===== config.mk =====
export PLATFORM = sky130hd
export DESIGN_NAME = addr_decode_remap
export DESIGN_NICKNAME = d
export VERILOG_FILES = /design/src/rtl/addr_dec_pkg.sv /design/src/rtl/adec_rst_sync.sv /design/src/rtl/adec_bank_decode.sv /design/src/rtl/adec_region_decode.sv /design/src/rtl/adec_remap_ctrl.sv /design/src/rtl/adec_resp_ctrl.sv /design/src/rtl/addr_decode_remap.sv
export SDC_FILE = /design/constraint.sdc
export NUM_CORES = 1
export LEC_CHECK = 0
export BUFFER_PORTS_ARGS = -buffer_cell sky130_fd_sc_hd__buf_2
export CAP_MARGIN = 20
export CORE_ASPECT_RATIO = 0.9
export CORE_MARGIN = 8
export CORE_UTILIZATION = 36
export DETAILED_ROUTE_END_ITERATION = 8
export PLACE_DENSITY_LB_ADDON = 0.05
export SYNTH_ARGS = -nofsm -noshare
export SYNTH_HDL_FRONTEND = slang
export SYNTH_SLANG_ARGS = --single-unit
export TNS_END_PERCENT = 30

===== constraint.sdc =====
create_clock -name clk -period 3.5 [get_ports clk]
set_input_delay 0.875 -clock clk [delete_from_list [all_inputs] [get_ports clk]]
set_output_delay 0.875 -clock clk [all_outputs]
set_load 0.005 [all_outputs]

===== src/rtl/addr_dec_pkg.sv =====
`timescale 1ns/1ps
package addr_dec_pkg;
  // Target indices inside the one-hot select vector
  localparam int NUM_EXT_CS  = 6;
  localparam int SEL_EXT0    = 0;
  localparam int SEL_DRAM    = 6;
  localparam int SEL_ROM     = 7;
  localparam int SEL_SRAM    = 8;
  localparam int SEL_ITCM    = 9;
  localparam int SEL_DTCM    = 10;
  localparam int SEL_USBRAM  = 11;
  localparam int SEL_DISP    = 12;
  localparam int SEL_PERIPH  = 13;
  localparam int NUM_SEL     = 14;

  // First-level bank numbers
  localparam int BANK_INT       = 0;
  localparam int BANK_EXT_FIRST = 1;
  localparam int BANK_DRAM      = 7;
  localparam int BANK_PERIPH    = 15;

  // Second-level region numbers inside the internal bank
  localparam int RG_BOOT = 0;
  localparam int RG_ROM  = 1;
  localparam int RG_ITCM = 2;
  localparam int RG_SRAM = 3;
  localparam int RG_DTCM = 4;
  localparam int RG_USB  = 5;
  localparam int RG_DISP = 6;

  typedef logic [NUM_SEL-1:0] sel_vec_t;

  typedef enum logic [1:0] {
    RSP_IDLE  = 2'd0,
    RSP_ERR_A = 2'd1,
    RSP_ERR_B = 2'd2,
    RSP_STALL = 2'd3
  } rsp_state_e;
endpackage


===== src/rtl/adec_rst_sync.sv =====
`timescale 1ns/1ps
module adec_rst_sync (
  input  logic clk,
  input  logic rst_n,
  output logic rst_n_sync
);
  logic stage1_q, stage2_q;

  always_ff @(posedge clk or negedge rst_n) begin
    if (!rst_n) begin
      stage1_q <= 1'b0;
      stage2_q <= 1'b0;
    end else begin
      stage1_q <= 1'b1;
      stage2_q <= stage1_q;
    end
  end

  assign rst_n_sync = stage2_q;
endmodule


===== src/rtl/adec_bank_decode.sv =====
`timescale 1ns/1ps
module adec_bank_decode
  import addr_dec_pkg::*;
#(
  parameter int BANK_W = 4
) (
  input  logic [BANK_W-1:0] bank,
  output sel_vec_t          bank_sel,
  output logic              bank_hit,
  output logic              bank_internal
);
  sel_vec_t ext_sel;

  // One comparator per external chip select, banks numbered consecutively
  for (genvar i = 0; i < NUM_EXT_CS; i++) begin : g_ext
    assign ext_sel[SEL_EXT0+i] = (bank == BANK_W'(BANK_EXT_FIRST + i));
  end
  assign ext_sel[NUM_SEL-1:NUM_EXT_CS] = '0;

  always_comb begin
    bank_sel             = ext_sel;
    bank_sel[SEL_DRAM]   = (bank == BANK_W'(BANK_DRAM));
    bank_sel[SEL_PERIPH] = (bank == BANK_W'(BANK_PERIPH));
    bank_internal        = (bank == BANK_W'(BANK_INT));
    bank_hit             = |bank_sel;
  end
endmodule


===== src/rtl/adec_region_decode.sv =====
`timescale 1ns/1ps
module adec_region_decode
  import addr_dec_pkg::*;
#(
  parameter int REGION_W = 8
) (
  input  logic [REGION_W-1:0] region,
  input  logic                remap_on,
  input  logic                boot_from_ext,
  output sel_vec_t            rg_sel,
  output logic                rg_hit,
  output logic                rg_tcm
);
  always_comb begin
    rg_sel = '0;
    if (region == REGION_W'(RG_BOOT)) begin
      // Address zero alias: remap flag first, then boot strap
      if (remap_on)           rg_sel[SEL_SRAM] = 1'b1;
      else if (boot_from_ext) rg_sel[SEL_EXT0] = 1'b1;
      else                    rg_sel[SEL_ROM]  = 1'b1;
    end else if (region == REGION_W'(RG_ROM)) begin
      rg_sel[SEL_ROM] = 1'b1;
    end else if (region == REGION_W'(RG_ITCM)) begin
      rg_sel[SEL_ITCM] = 1'b1;
    end else if (region == REGION_W'(RG_SRAM)) begin
      rg_sel[SEL_SRAM] = 1'b1;
    end else if (region == REGION_W'(RG_DTCM)) begin
      rg_sel[SEL_DTCM] = 1'b1;
    end else if (region == REGION_W'(RG_USB)) begin
      rg_sel[SEL_USBRAM] = 1'b1;
    end else if (region == REGION_W'(RG_DISP)) begin
      rg_sel[SEL_DISP] = 1'b1;
    end
    rg_hit = |rg_sel;
    rg_tcm = rg_sel[SEL_ITCM] | rg_sel[SEL_DTCM];
  end
endmodule


===== src/rtl/adec_remap_ctrl.sv =====
`timescale 1ns/1ps
module adec_remap_ctrl (
  input  logic clk,
  input  logic rst_n,
  input  logic ctl_wr,
  input  logic ctl_set,
  input  logic ctl_restore,
  output logic remap_on
);
  logic remap_q, remap_d, remap_en;

  assign remap_en = ctl_wr;

  always_comb begin
    remap_d = remap_q;
    if (ctl_restore)  remap_d = 1'b0;
    else if (ctl_set) remap_d = 1'b1;
  end

  always_ff @(posedge clk or negedge rst_n) begin
    if (!rst_n)        remap_q <= 1'b0;
    else if (remap_en) remap_q <= remap_d;
  end

  assign remap_on = remap_q;

  assert_remap_set_R6: assert property (@(posedge clk) disable iff (!rst_n)
    (ctl_wr && ctl_set && !ctl_restore) |=> remap_on);
  assert_restore_wins_R7: assert property (@(posedge clk) disable iff (!rst_n)
    (ctl_wr && ctl_restore) |=> !remap_on);
  assert_remap_hold_R7: assert property (@(posedge clk) disable iff (!rst_n)
    (!ctl_wr || (!ctl_set && !ctl_restore)) |=> $stable(remap_on));
endmodule


===== src/rtl/adec_resp_ctrl.sv =====
`timescale 1ns/1ps
module adec_resp_ctrl
  import addr_dec_pkg::*;
(
  input  logic clk,
  input  logic rst_n,
  input  logic accept,
  input  logic miss,
  input  logic tcm_hit,
  input  logic stall_en,
  output logic ready,
  output logic err
);
  rsp_state_e state_q, state_d;

  always_comb begin
    state_d = RSP_IDLE;
    unique case (state_q)
      RSP_ERR_A: state_d = RSP_ERR_B;
      RSP_STALL: state_d = RSP_IDLE;
      default: begin
        if (accept && miss)                     state_d = RSP_ERR_A;
        else if (accept && tcm_hit && stall_en) state_d = RSP_STALL;
        else                                    state_d = RSP_IDLE;
      end
    endcase
  end

  always_ff @(posedge clk or negedge rst_n) begin
    if (!rst_n) state_q <= RSP_IDLE;
    else        state_q <= state_d;
  end

  assign ready = (state_q != RSP_ERR_A) && (state_q != RSP_STALL);
  assign err   = (state_q == RSP_ERR_A) || (state_q == RSP_ERR_B);

  assert_err_second_cycle_R4: assert property (@(posedge clk) disable iff (!rst_n)
    (err && !ready) |=> (err && ready));
  assert_err_entry_R4: assert property (@(posedge clk) disable iff (!rst_n)
    (accept && miss) |=> (err && !ready));
  assert_tcm_stall_R8: assert property (@(posedge clk) disable iff (!rst_n)
    (accept && tcm_hit && stall_en && !miss) |=> (!ready && !err));
  assert_stall_one_cycle_R8: assert property (@(posedge clk) disable iff (!rst_n)
    (!ready && !err) |=> ready);
endmodule


===== src/rtl/addr_decode_remap.sv =====
`timescale 1ns/1ps
module addr_decode_remap
  import addr_dec_pkg::*;
#(
  parameter int ADDR_W   = 32,
  parameter int BANK_W   = 4,
  parameter int REGION_W = 8
) (
  input  logic              clk,
  input  logic              rst_n,
  input  logic              trans_valid,
  input  logic              trans_write,
  input  logic [ADDR_W-1:0] trans_addr,
  input  logic              boot_from_ext,
  input  logic              tcm_wait_en,
  input  logic              remap_wr,
  input  logic [1:0]        remap_wdata,
  output logic [13:0]       slave_sel,
  output logic              resp_ready,
  output logic              resp_err
);
  localparam int BANK_LSB   = ADDR_W - BANK_W;
  localparam int REGION_LSB = BANK_LSB - REGION_W;

  logic                rst_n_sync;
  logic [BANK_W-1:0]   bank;
  logic [REGION_W-1:0] region;
  sel_vec_t            bank_sel, rg_sel, sel_raw;
  logic                bank_hit, bank_internal, rg_hit, rg_tcm;
  logic                remap_on, accept, hit, tcm_hit;
  logic                addr_lo_unused;

  assign bank   = trans_addr[ADDR_W-1:BANK_LSB];
  assign region = trans_addr[BANK_LSB-1:REGION_LSB];
  // Direction and in-region offset do not take part in decoding
  assign addr_lo_unused = ^{trans_write, trans_addr[REGION_LSB-1:0]};

  adec_rst_sync u_rst_sync (
    .clk        (clk),
    .rst_n      (rst_n),
    .rst_n_sync (rst_n_sync)
  );

  adec_bank_decode #(.BANK_W(BANK_W)) u_bank (
    .bank          (bank),
    .bank_sel      (bank_sel),
    .bank_hit      (bank_hit),
    .bank_internal (bank_internal)
  );

  adec_region_decode #(.REGION_W(REGION_W)) u_region (
    .region        (region),
    .remap_on      (remap_on),
    .boot_from_ext (boot_from_ext),
    .rg_sel        (rg_sel),
    .rg_hit        (rg_hit),
    .rg_tcm        (rg_tcm)
  );

  adec_remap_ctrl u_remap (
    .clk         (clk),
    .rst_n       (rst_n_sync),
    .ctl_wr      (remap_wr),
    .ctl_set     (remap_wdata[0]),
    .ctl_restore (remap_wdata[1]),
    .remap_on    (remap_on)
  );

  assign sel_raw = bank_internal ? rg_sel : bank_sel;
  assign hit     = bank_internal ? rg_hit : bank_hit;
  assign tcm_hit = bank_internal & rg_tcm;
  assign accept  = trans_valid & resp_ready;

  adec_resp_ctrl u_resp (
    .clk      (clk),
    .rst_n    (rst_n_sync),
    .accept   (accept),
    .miss     (~hit),
    .tcm_hit  (tcm_hit),
    .stall_en (tcm_wait_en),
    .ready    (resp_ready),
    .err      (resp_err)
  );

  assign slave_sel = (accept && hit) ? sel_raw : '0;

  assert_sel_onehot_R3: assert property (@(posedge clk) disable iff (!rst_n_sync)
    $onehot0(slave_sel));
  assert_no_sel_unless_accepted_R9: assert property (@(posedge clk) disable iff (!rst_n_sync)
    !(trans_valid && resp_ready) |-> (slave_sel == '0));
  assert_miss_aborts_R4: assert property (@(posedge clk) disable iff (!rst_n_sync)
    (trans_valid && resp_ready && slave_sel == '0) |=> (resp_err && !resp_ready));
endmodule


==> run summary, run 1 <==
Combinational Power Share - 28.8%
worst vdd ir - 295 uV
cts repair resizes - 0
wire length per cell - 12.1 um
ant diodes - 0
Top cell by count, worst path - buf_2
top cells by area, synth - dfrtp_1, nor4_4, a2111oi_4, inv_1, nor2_1
sw frac - 29.6%
RSZ-0062 raised after global routing - false
most common cell after layout, fill and taps aside - buf_2
GRT overflow - 0
starting density of the core - 37.3%
CP max stage delay - 350 ps
Final setup viols - 0
first drt pass iteration count - 4
Hold Crit Class - reg -> async
outcome - completed
#FFs+latches synth - 5
Slowest-stage cell, CP - nor4_4
Fin. Hold Viols - 0
CP Launch Type - primary input
WP data required - 2620 ps
Die Wd - 56.4 um
clk_skew - 1.91 ps
DR iter-0 viols - 8
CTS tree - built
die height - 52.3 um
post-route ant nets - 0
die area - 2950 um2
critical path arrival - 2080 ps
Synth-to-Final Area Change - 37.2%
total global-route track usage - 9.88%
share of cells above drive strength 1 - 45.5%
mean post-synth cell area - 8.38 um2
clk slew on worst S/H paths - 40 ps
H-tree levels - 1
Worst Slack Setup Final - 541 ps
Setup TNS - 0 ps
cts hold-fix bufs - 0
max-slew violations - 0
min Tclk post-route - 2960 ps
crit end category - output port
Row Count - 13
Post-Syn Area - 528 um2
final net count - 143
CP Cell Sequence - buf_2 -> nor4_4 -> nand4_4 -> a2111oi_4 -> buf_2
Lkg Pwr - 0.372 nW
cell taking the most area after synthesis - dfrtp_1
Final period util - 84.5%
synth unique cells - 29
CP bufs+invs - 2
dpl hpwl - 1180 um
Max-Cap Viols - 0
DR vias - 564
final WL - 1380 um
drt drc - 0
CP max FO - 7
PwrDens - 250 nW/um2
Filler cells - 150
clock buffer depth - 2
Setup CP Type - in -> out
pre-CTS WS - 531 ps
Int Power - 0.000127 W
Synth top area share - 23.7%
GP Congestion - 0.689
kind of cell adding the most delay to the critical path - simple AND/OR/NAND/NOR gates
vias in the first global route - 568
initial antenna violation count - 0
I/O pins - 57
core box area - 1420 um2
routed vias/inst - 4.95
Ys Warns - 0
Num CTS Buffers - 3
Clk network pwr share - 35.1%
Worst-Skew Late Latency - 230 ps
root buffer cell - clkbuf_4
max frequency - 338 MHz
most frequent cells in the layout - buf_2, nor2_1, inv_1
sequential share of power - 36.1%
largest net degree at the start of global routing - 10
I/O Buffers - 35
sequential area share after synthesis - 23.7%
Syn Inst Count - 63
Post CTS Setup Buffer Count - 0
global-route wire length before repair - 2430 um
syn nets - 106
Net Switching - 0.0000536 W
Num Clock Sinks - 5
==> cell type report <==
type                            count  area [um2]  area share [%]
Inverter                            7        26.3            3.63
Multi-Input combinational cell     48         353            48.7
Sequential cell                     5         125            17.3
Timing Repair Buffer               35         175            24.2
Clock buffer                        4        26.3            3.63
Tap cell                           15        18.8            2.59
==> power groups by stage <==
| stage | clock network (W) | registers [W] | logic (W) |
|---|---|---|---|
| after global routing | 0.0000717 | 0.0000663 | 0.0000593 |
| after floorplan | 0 | 0.0000653 | 0.0000303 |
| after detailed placement | 0 | 0.0000663 | 0.0000528 |
| after global placement | 0 | 0.0000661 | 0.0000521 |
| after CTS | 0.0000673 | 0.0000656 | 0.0000530 |
| final | 0.0000635 | 0.0000654 | 0.0000521 |
==> worst paths after layout <==
| path | startpoint | to | slack, ps | cells after the start |
|---|---|---|---|---|
| hold reg to reg | u_rst_sync.rst_n_sync$_DFF_PN0_ | u_resp.state_q[0]$_DFF_PN0_ | 30 | 0 |
| setup reg to reg | u_resp.state_q[0]$_DFF_PN0_ | u_resp.state_q[1]$_DFF_PN0_ | 1950 | 4 |
| hold / removal | u_rst_sync.rst_n_sync$_DFF_PN0_ | u_resp.state_q[0]$_DFF_PN0_ | 30 | 0 |
| min in group clk | u_rst_sync.stage1_q$_DFF_PN0_ | u_rst_sync.rst_n_sync$_DFF_PN0_ | 350 | 0 |
| setup / recovery | trans_addr[31] | slave_sel[7] | 540 | 5 |
| max in group asynchronous | rst_n | u_rst_sync.rst_n_sync$_DFF_PN0_ | 2990 | 1 |
==> state kept, by name, indices dropped and copies added, names as in the netlist <==
signal                 flops
u_resp.state_q             2
u_remap.remap_on           1
u_rst_sync.stage1_q        1
u_rst_sync.rst_n_sync      1
==> cell usage after synthesis <==
cell	count
nor4_1	3
dfrtp_1	5
a311oi_1	1
buf_4	1
a41oi_1	1
nor2_1	7
and3_1	1
inv_1	7
nor3_1	5
nor4_4	2
nand2_1	6
a21oi_1	4
nand3_1	2
nor3b_2	1
nand3b_1	1
nand4_4	1
a2111oi_4	1
conb_1	1
or2_2	1
o31ai_1	1
buf_6	1
clkbuf_2	1
a31oi_1	1
nor3b_1	2
a211o_2	1
nand2b_1	1
ha_1	2
and2_1	1
xor2_1	1
==> metal layers <==
layer  wire [um]  GRT usage [%]
met1         695           12.7
met2         517           13.3
met3         155           6.31
met4          12           2.40
met5           0              0
==> cell families after synthesis <==
group	after synthesis	synth area share [%]
XOR/XNOR	1	1.66
adder cells (fa/ha/maj)	2	4.74
other	1	0.710
buffers and inverters	10	9.48
AO/OA/AOI/OAI	10	16.8
flip-flops	5	23.7
AND/OR/NAND/NOR	34	42.9
==> stage by stage <==
step           cell area, um2  hold WS [ps]  util (%)  total power (W)  std cells
3_3_place_gp              698          39.9      49.3         0.000118        110
4_1_cts                   724          40.7      51.2         0.000186        114
3_5_place_dp              698          37.2      49.3         0.000119        110
6_report                  724          34.9      51.2         0.000181        114
2_1_floorplan             528          26.5         -        0.0000956         63
5_1_grt                   724          58.2      51.2         0.000197        114
Power figures use the tool's default switching activity.
==> run 2, diff against run 1 <==
- CORE_UTILIZATION: 36 -> 33
- clock period: 3.5 -> 3.08 ns (I/O delays scaled with it)
==> run 2 against run 1 <==
Total power rose by 15%. Setup slack got worse by 220 ps. First-iteration DRC count up 75%. Cell area up 1.2%. Critical endpoint unchanged.
==> run summary, run 2 (synthesis gave the netlist of run 1 again) <==
starting density of the core - 35.7% (was 37.3%)
initial antenna violation count - 0 (unchanged)
vias in the first global route - 592 (was 568)
clock buffer depth - 2 (unchanged)
Num Clock Sinks - 5 (unchanged)
first drt pass iteration count - 2 (was 4)
most common cell after layout, fill and taps aside - buf_2 (unchanged)
Num CTS Buffers - 3 (unchanged)
Die Wd - 58.2 um (was 56.4 um)
H-tree levels - 1 (unchanged)
critical path arrival - 1980 ps (was 2080 ps)
worst vdd ir - 198 uV (was 295 uV)
cts repair resizes - 0 (unchanged)
most frequent cells in the layout - buf_2, nor2_1, inv_1 (unchanged)
Fin. Hold Viols - 0 (unchanged)
wire length per cell - 12.0 um (was 12.1 um)
outcome - completed (unchanged)
root buffer cell - clkbuf_4 (unchanged)
min Tclk post-route - 2750 ps
Post CTS Setup Buffer Count - 0 (unchanged)
Max-Cap Viols - 0 (unchanged)
largest net degree at the start of global routing - 10 (unchanged)
Setup CP Type - reg -> out (was in -> out)
CP max FO - 7 (unchanged)
largest register by flop count - u_resp.state_q (unchanged)
placed cell area - 707 um2 (was 698 um2)
I/O Buffers - 35 (unchanged)
Row Count - 13 (unchanged)
share of cells above drive strength 1 - 45.5% (unchanged)
max-slew violations - 0 (unchanged)
DR vias - 543 (was 564)
crit end category - output port (unchanged)
Tot Pwr - 0.000209 W (was 0.000181 W)
Worst-Skew Late Latency - 240 ps (was 230 ps)
post-route ant nets - 0 (unchanged)
Filler cells - 155 (was 150)
ant diodes - 0 (unchanged)
Largest register FFs - 2 (unchanged)
clk_skew - 3.88 ps (was 1.91 ps)
dpl hpwl - 1250 um (was 1180 um)
Synth-to-Final Area Change - 38.9% (was 37.2%)
CTS tree - built (unchanged)
Lkg Pwr - 0.372 nW (unchanged)
max frequency - 363 MHz
I/O pins - 57 (unchanged)
routed vias/inst - 4.49 (was 4.95)
CP Launch Type - register (was primary input)
clk slew on worst S/H paths - 40 ps (about the same)
RSZ-0062 raised after global routing - false (unchanged)
total global-route track usage - 9.49% (was 9.88%)
die area - 3140 um2 (was 2950 um2)
cts hold-fix bufs - 0 (unchanged)
Layout Cell Area excl Fill - 733 um2 (was 724 um2)
final net count - 143 (unchanged)
die height - 53.9 um (was 52.3 um)
DR iter-0 viols - 14 (was 8)
Final setup viols - 0 (unchanged)
WP data required - 2310 ps (was 2620 ps)
final WL - 1450 um (was 1380 um)
PwrDens - 285 nW/um2 (was 250 nW/um2)
GP Congestion - 0.724 (was 0.689)
core box area - 1480 um2 (was 1420 um2)
Hold Crit Class - reg -> async (unchanged)
drt drc - 0 (unchanged)
Final period util - 89.4%
global-route wire length before repair - 2410 um (was 2430 um)
Setup TNS - 0 ps (unchanged)
GRT overflow - 0 (unchanged)
## run 2: cell counts in the layout (fill, tap and decap cells not counted)
Identical to the previous run, type by type.
## run 2: area by class of cell
type	count	area, um2	area share (%)
multi-input cells	48	353	48.1
repair buffers	35	175	23.9
flip-flops and latches	5	125	17.1
well taps	22	27.5	3.75
clock buffers	4	26.3	3.58
inverters	7	26.3	3.58
## run 2: metal layers
metal | vias to the layer above | global-route usage (%) | wire length, um
li1 | 300 | - | -
met1 | 229 | 11.2 | 678
met2 | 14 | 16.5 | 709
met3 | 0 | 2.38 | 60
met4 | 0 | 3.66 | 0
met5 | - | 0 | 0
## run 2: power by group
group / switching [W] / internal, W
logic: 0.0000350 / 0.0000255
registers: 0.00000345 / 0.0000708
clock network: 0.0000251 / 0.0000489
## run 2: critical path, cell delays in order, from the launching register on
cell	delay (ps)
dfrtp_1	380
ha_1	250
nor3b_2	400
nand4_4	210
a2111oi_4	350
buf_2	160
## run 2: stage by stage
step,hold slack (ps),instances,utilization (%),setup slack [ps]
after floorplan,26.5,63,-,604
after global placement,42.2,117,47.8,341
after detailed placement,39.5,117,47.8,319
after CTS,54.3,121,49.5,319
after global routing,63.4,121,49.5,198
final,47.0,121,49.5,325
## run 2: worst paths after layout
check	startpoint	cells past startpoint	slack, ps	to
setup / recovery	u_resp.state_q[0]$_DFF_PN0_	5	330	slave_sel[7]
hold / removal	u_rst_sync.rst_n_sync$_DFF_PN0_	0	50	u_remap.remap_on$_DFFE_PN0P_
setup reg to reg	u_resp.state_q[0]$_DFF_PN0_	4	1510	u_resp.state_q[1]$_DFF_PN0_
hold reg to reg	u_rst_sync.rst_n_sync$_DFF_PN0_	0	50	u_remap.remap_on$_DFFE_PN0P_
max in group asynchronous	rst_n	1	2680	u_rst_sync.stage1_q$_DFF_PN0_
min in group clk	u_rst_sync.stage1_q$_DFF_PN0_	0	350	u_rst_sync.rst_n_sync$_DFF_PN0_
==> run 3, diff against run 2 <==
- clock period: 3.08 -> 2.74 ns (I/O delays scaled with it)
==> run 3 against run 2 <==
Sequential share of layout area fell by 0.14 points. Clock skew barely moved. Clock power rose by 13%. Critical endpoint unchanged. Die area did not move. Critical path type unchanged. Sequential power rose by 12%. Setup slack got worse by 180 ps. Flip-flop and latch count did not move.
==> run summary, run 3 (synthesis gave the netlist of run 1 again) <==
starting density of the core - 35.7% (unchanged)
share of cells above drive strength 1 - 45.5% (unchanged)
most frequent cells in the layout - buf_2, nor2_1, inv_1 (unchanged)
final WL - 1460 um (was 1450 um)
post-route ant nets - 0 (unchanged)
wire length per cell - 12.0 um (about the same)
CP Cell Sequence - ha_1 -> nor3b_4 -> nand4_4 -> a2111oi_4 -> buf_2 (was ha_1 -> nor3b_2 -> nand4_4 -> a2111oi_4 -> buf_2)
ant diodes - 0 (unchanged)
I/O Buffers - 35 (unchanged)
worst reg-to-reg setup slack - 1230 ps (was 1510 ps)
clk slew on worst S/H paths - 40 ps (about the same)
fin util - 50.0% (was 49.5%)
H-tree levels - 1 (unchanged)
global-route wire length before repair - 2410 um (unchanged)
routed vias/inst - 4.52 (was 4.49)
Synth-to-Final Area Change - 40.0% (was 38.9%)
dpl hpwl - 1250 um (unchanged)
Clk network pwr share - 35.3% (was 35.4%)
Net Switching - 0.0000721 W (was 0.0000635 W)
CTS tree - built (unchanged)
Post CTS Setup Buffer Count - 0 (unchanged)
sw frac - 30.5% (was 30.4%)
Int Power - 0.000164 W (was 0.000145 W)
clock buffer depth - 2 (unchanged)
Final setup viols - 0 (unchanged)
final net count - 143 (unchanged)
outcome - completed (unchanged)
max frequency - 385 MHz
GRT overflow - 0 (unchanged)
Num CTS Buffers - 3 (unchanged)
first drt pass iteration count - 4 (was 2)
Num Clock Sinks - 5 (unchanged)
Row Count - 13 (unchanged)
Lkg Pwr - 0.373 nW (was 0.372 nW)
PwrDens - 320 nW/um2 (was 285 nW/um2)
Largest register FFs - 2 (unchanged)
core box area - 1480 um2 (unchanged)
Hold Crit Class - reg -> async (unchanged)
initial antenna violation count - 0 (unchanged)
Fin. Hold Viols - 0 (unchanged)
most common cell after layout, fill and taps aside - buf_2 (unchanged)
CP max FO - 7 (unchanged)
GP Congestion - 0.724 (unchanged)
largest register by flop count - u_resp.state_q (unchanged)
CP max stage delay - 380 ps (was 400 ps)
non-filler cells, final - 121 (unchanged)
Post-Place Cells - 117 (unchanged)
root buffer cell - clkbuf_4 (unchanged)
min Tclk post-route - 2600 ps
pre-CTS WS - 149 ps (was 319 ps)
total global-route track usage - 9.49% (unchanged)
DR vias - 547 (was 543)
Max-Cap Viols - 0 (unchanged)
worst vdd ir - 223 uV (was 198 uV)
vias in the first global route - 592 (unchanged)
I/O pins - 57 (unchanged)
largest net degree at the start of global routing - 10 (unchanged)
Slowest-stage cell, CP - dfrtp_1 (was nor3b_2)
Setup TNS - 0 ps (unchanged)
WP data required - 2060 ps (was 2310 ps)
DR iter-0 viols - 12 (was 14)
Final period util - 94.9%
Worst-Skew Late Latency - 240 ps (about the same)
die area - 3140 um2 (unchanged)
max-slew violations - 0 (unchanged)
Setup CP Type - reg -> out (unchanged)
sequential share of power - 35.3% (was 35.6%)
die height - 53.9 um (unchanged)
drt drc - 0 (unchanged)
Worst Slack Setup Final - 140 ps (was 325 ps)
RSZ-0062 raised after global routing - false (unchanged)
CP Launch Type - register (unchanged)
critical path arrival - 1910 ps (was 1980 ps)
Filler cells - 155 (unchanged)
crit end category - output port (unchanged)
clk_skew - 3.38 ps (was 3.88 ps)
Combinational Power Share - 29.5% (was 29.0%)
Die Wd - 58.2 um (unchanged)
run 3: cell types whose count changed in the layout (fill, tap and decap cells not counted):
cell / delta
nor3b_2: -1
nor3b_4: +1
run 3: power by group through the flow:
stage               registers, W  logic (W)  clock network, W
finish                 0.0000834  0.0000696         0.0000833
global route           0.0000844  0.0000785         0.0000921
CTS                    0.0000835  0.0000687         0.0000875
detailed placement     0.0000844  0.0000685                 0
global placement       0.0000847  0.0000668                 0
floorplan              0.0000834  0.0000387                 0
run 3: area by class of cell:
cell class | count | area, um2 | area share, %
inverters | 7 | 26.3 | 3.55
repair buffers | 35 | 175 | 23.7
flip-flops and latches | 5 | 125 | 16.9
clock buffers | 4 | 26.3 | 3.55
well taps | 22 | 27.5 | 3.72
multi-input cells | 48 | 359 | 48.6
run 3: layer usage:
metal | vias up | global-route usage [%] | routed length, um
li1 | 297 | - | -
met1 | 232 | 11.2 | 681
met2 | 18 | 16.5 | 712
met3 | 0 | 2.38 | 64
met4 | 0 | 3.66 | 0
met5 | - | 0 | 0
run 3: final timing paths:
kind,from,endpoint,cells after the start
max,u_resp.state_q[0]$_DFF_PN0_,slave_sel[7],5
min,u_rst_sync.rst_n_sync$_DFF_PN0_,u_remap.remap_on$_DFFE_PN0P_,0
max reg2reg,u_resp.state_q[0]$_DFF_PN0_,u_resp.state_q[1]$_DFF_PN0_,4
min reg2reg,u_rst_sync.rst_n_sync$_DFF_PN0_,u_remap.remap_on$_DFFE_PN0P_,0
max in group asynchronous,rst_n,u_rst_sync.stage1_q$_DFF_PN0_,1
min in group clk,u_rst_sync.stage1_q$_DFF_PN0_,u_rst_sync.rst_n_sync$_DFF_PN0_,0
run 3: repair_timing:
item                                    4_1_cts  5_1_grt
hold buffers                                  0        0
resized for setup                             0        1
endpoints found under the setup margin        0        1
run 3: critical path, delay by kind of cell, from the launching register on:
family / cells / cell delay (ps)
buffers and inverters: 1 / 160
flip-flops: 1 / 380
AO/OA/AOI/OAI: 1 / 350
AND/OR/NAND/NOR: 2 / 530
adder cells (fa/ha/maj): 1 / 270
run 3: per-stage QoR:
step | power (W) | hold WS, ps | area [um2]
6_report | 0.000236 | 46.4 | 739
3_3_place_gp | 0.000151 | 42.2 | 707
4_1_cts | 0.000240 | 54.3 | 733
3_5_place_dp | 0.000153 | 39.5 | 707
5_1_grt | 0.000255 | 63.4 | 739
2_1_floorplan | 0.000122 | 26.5 | 528
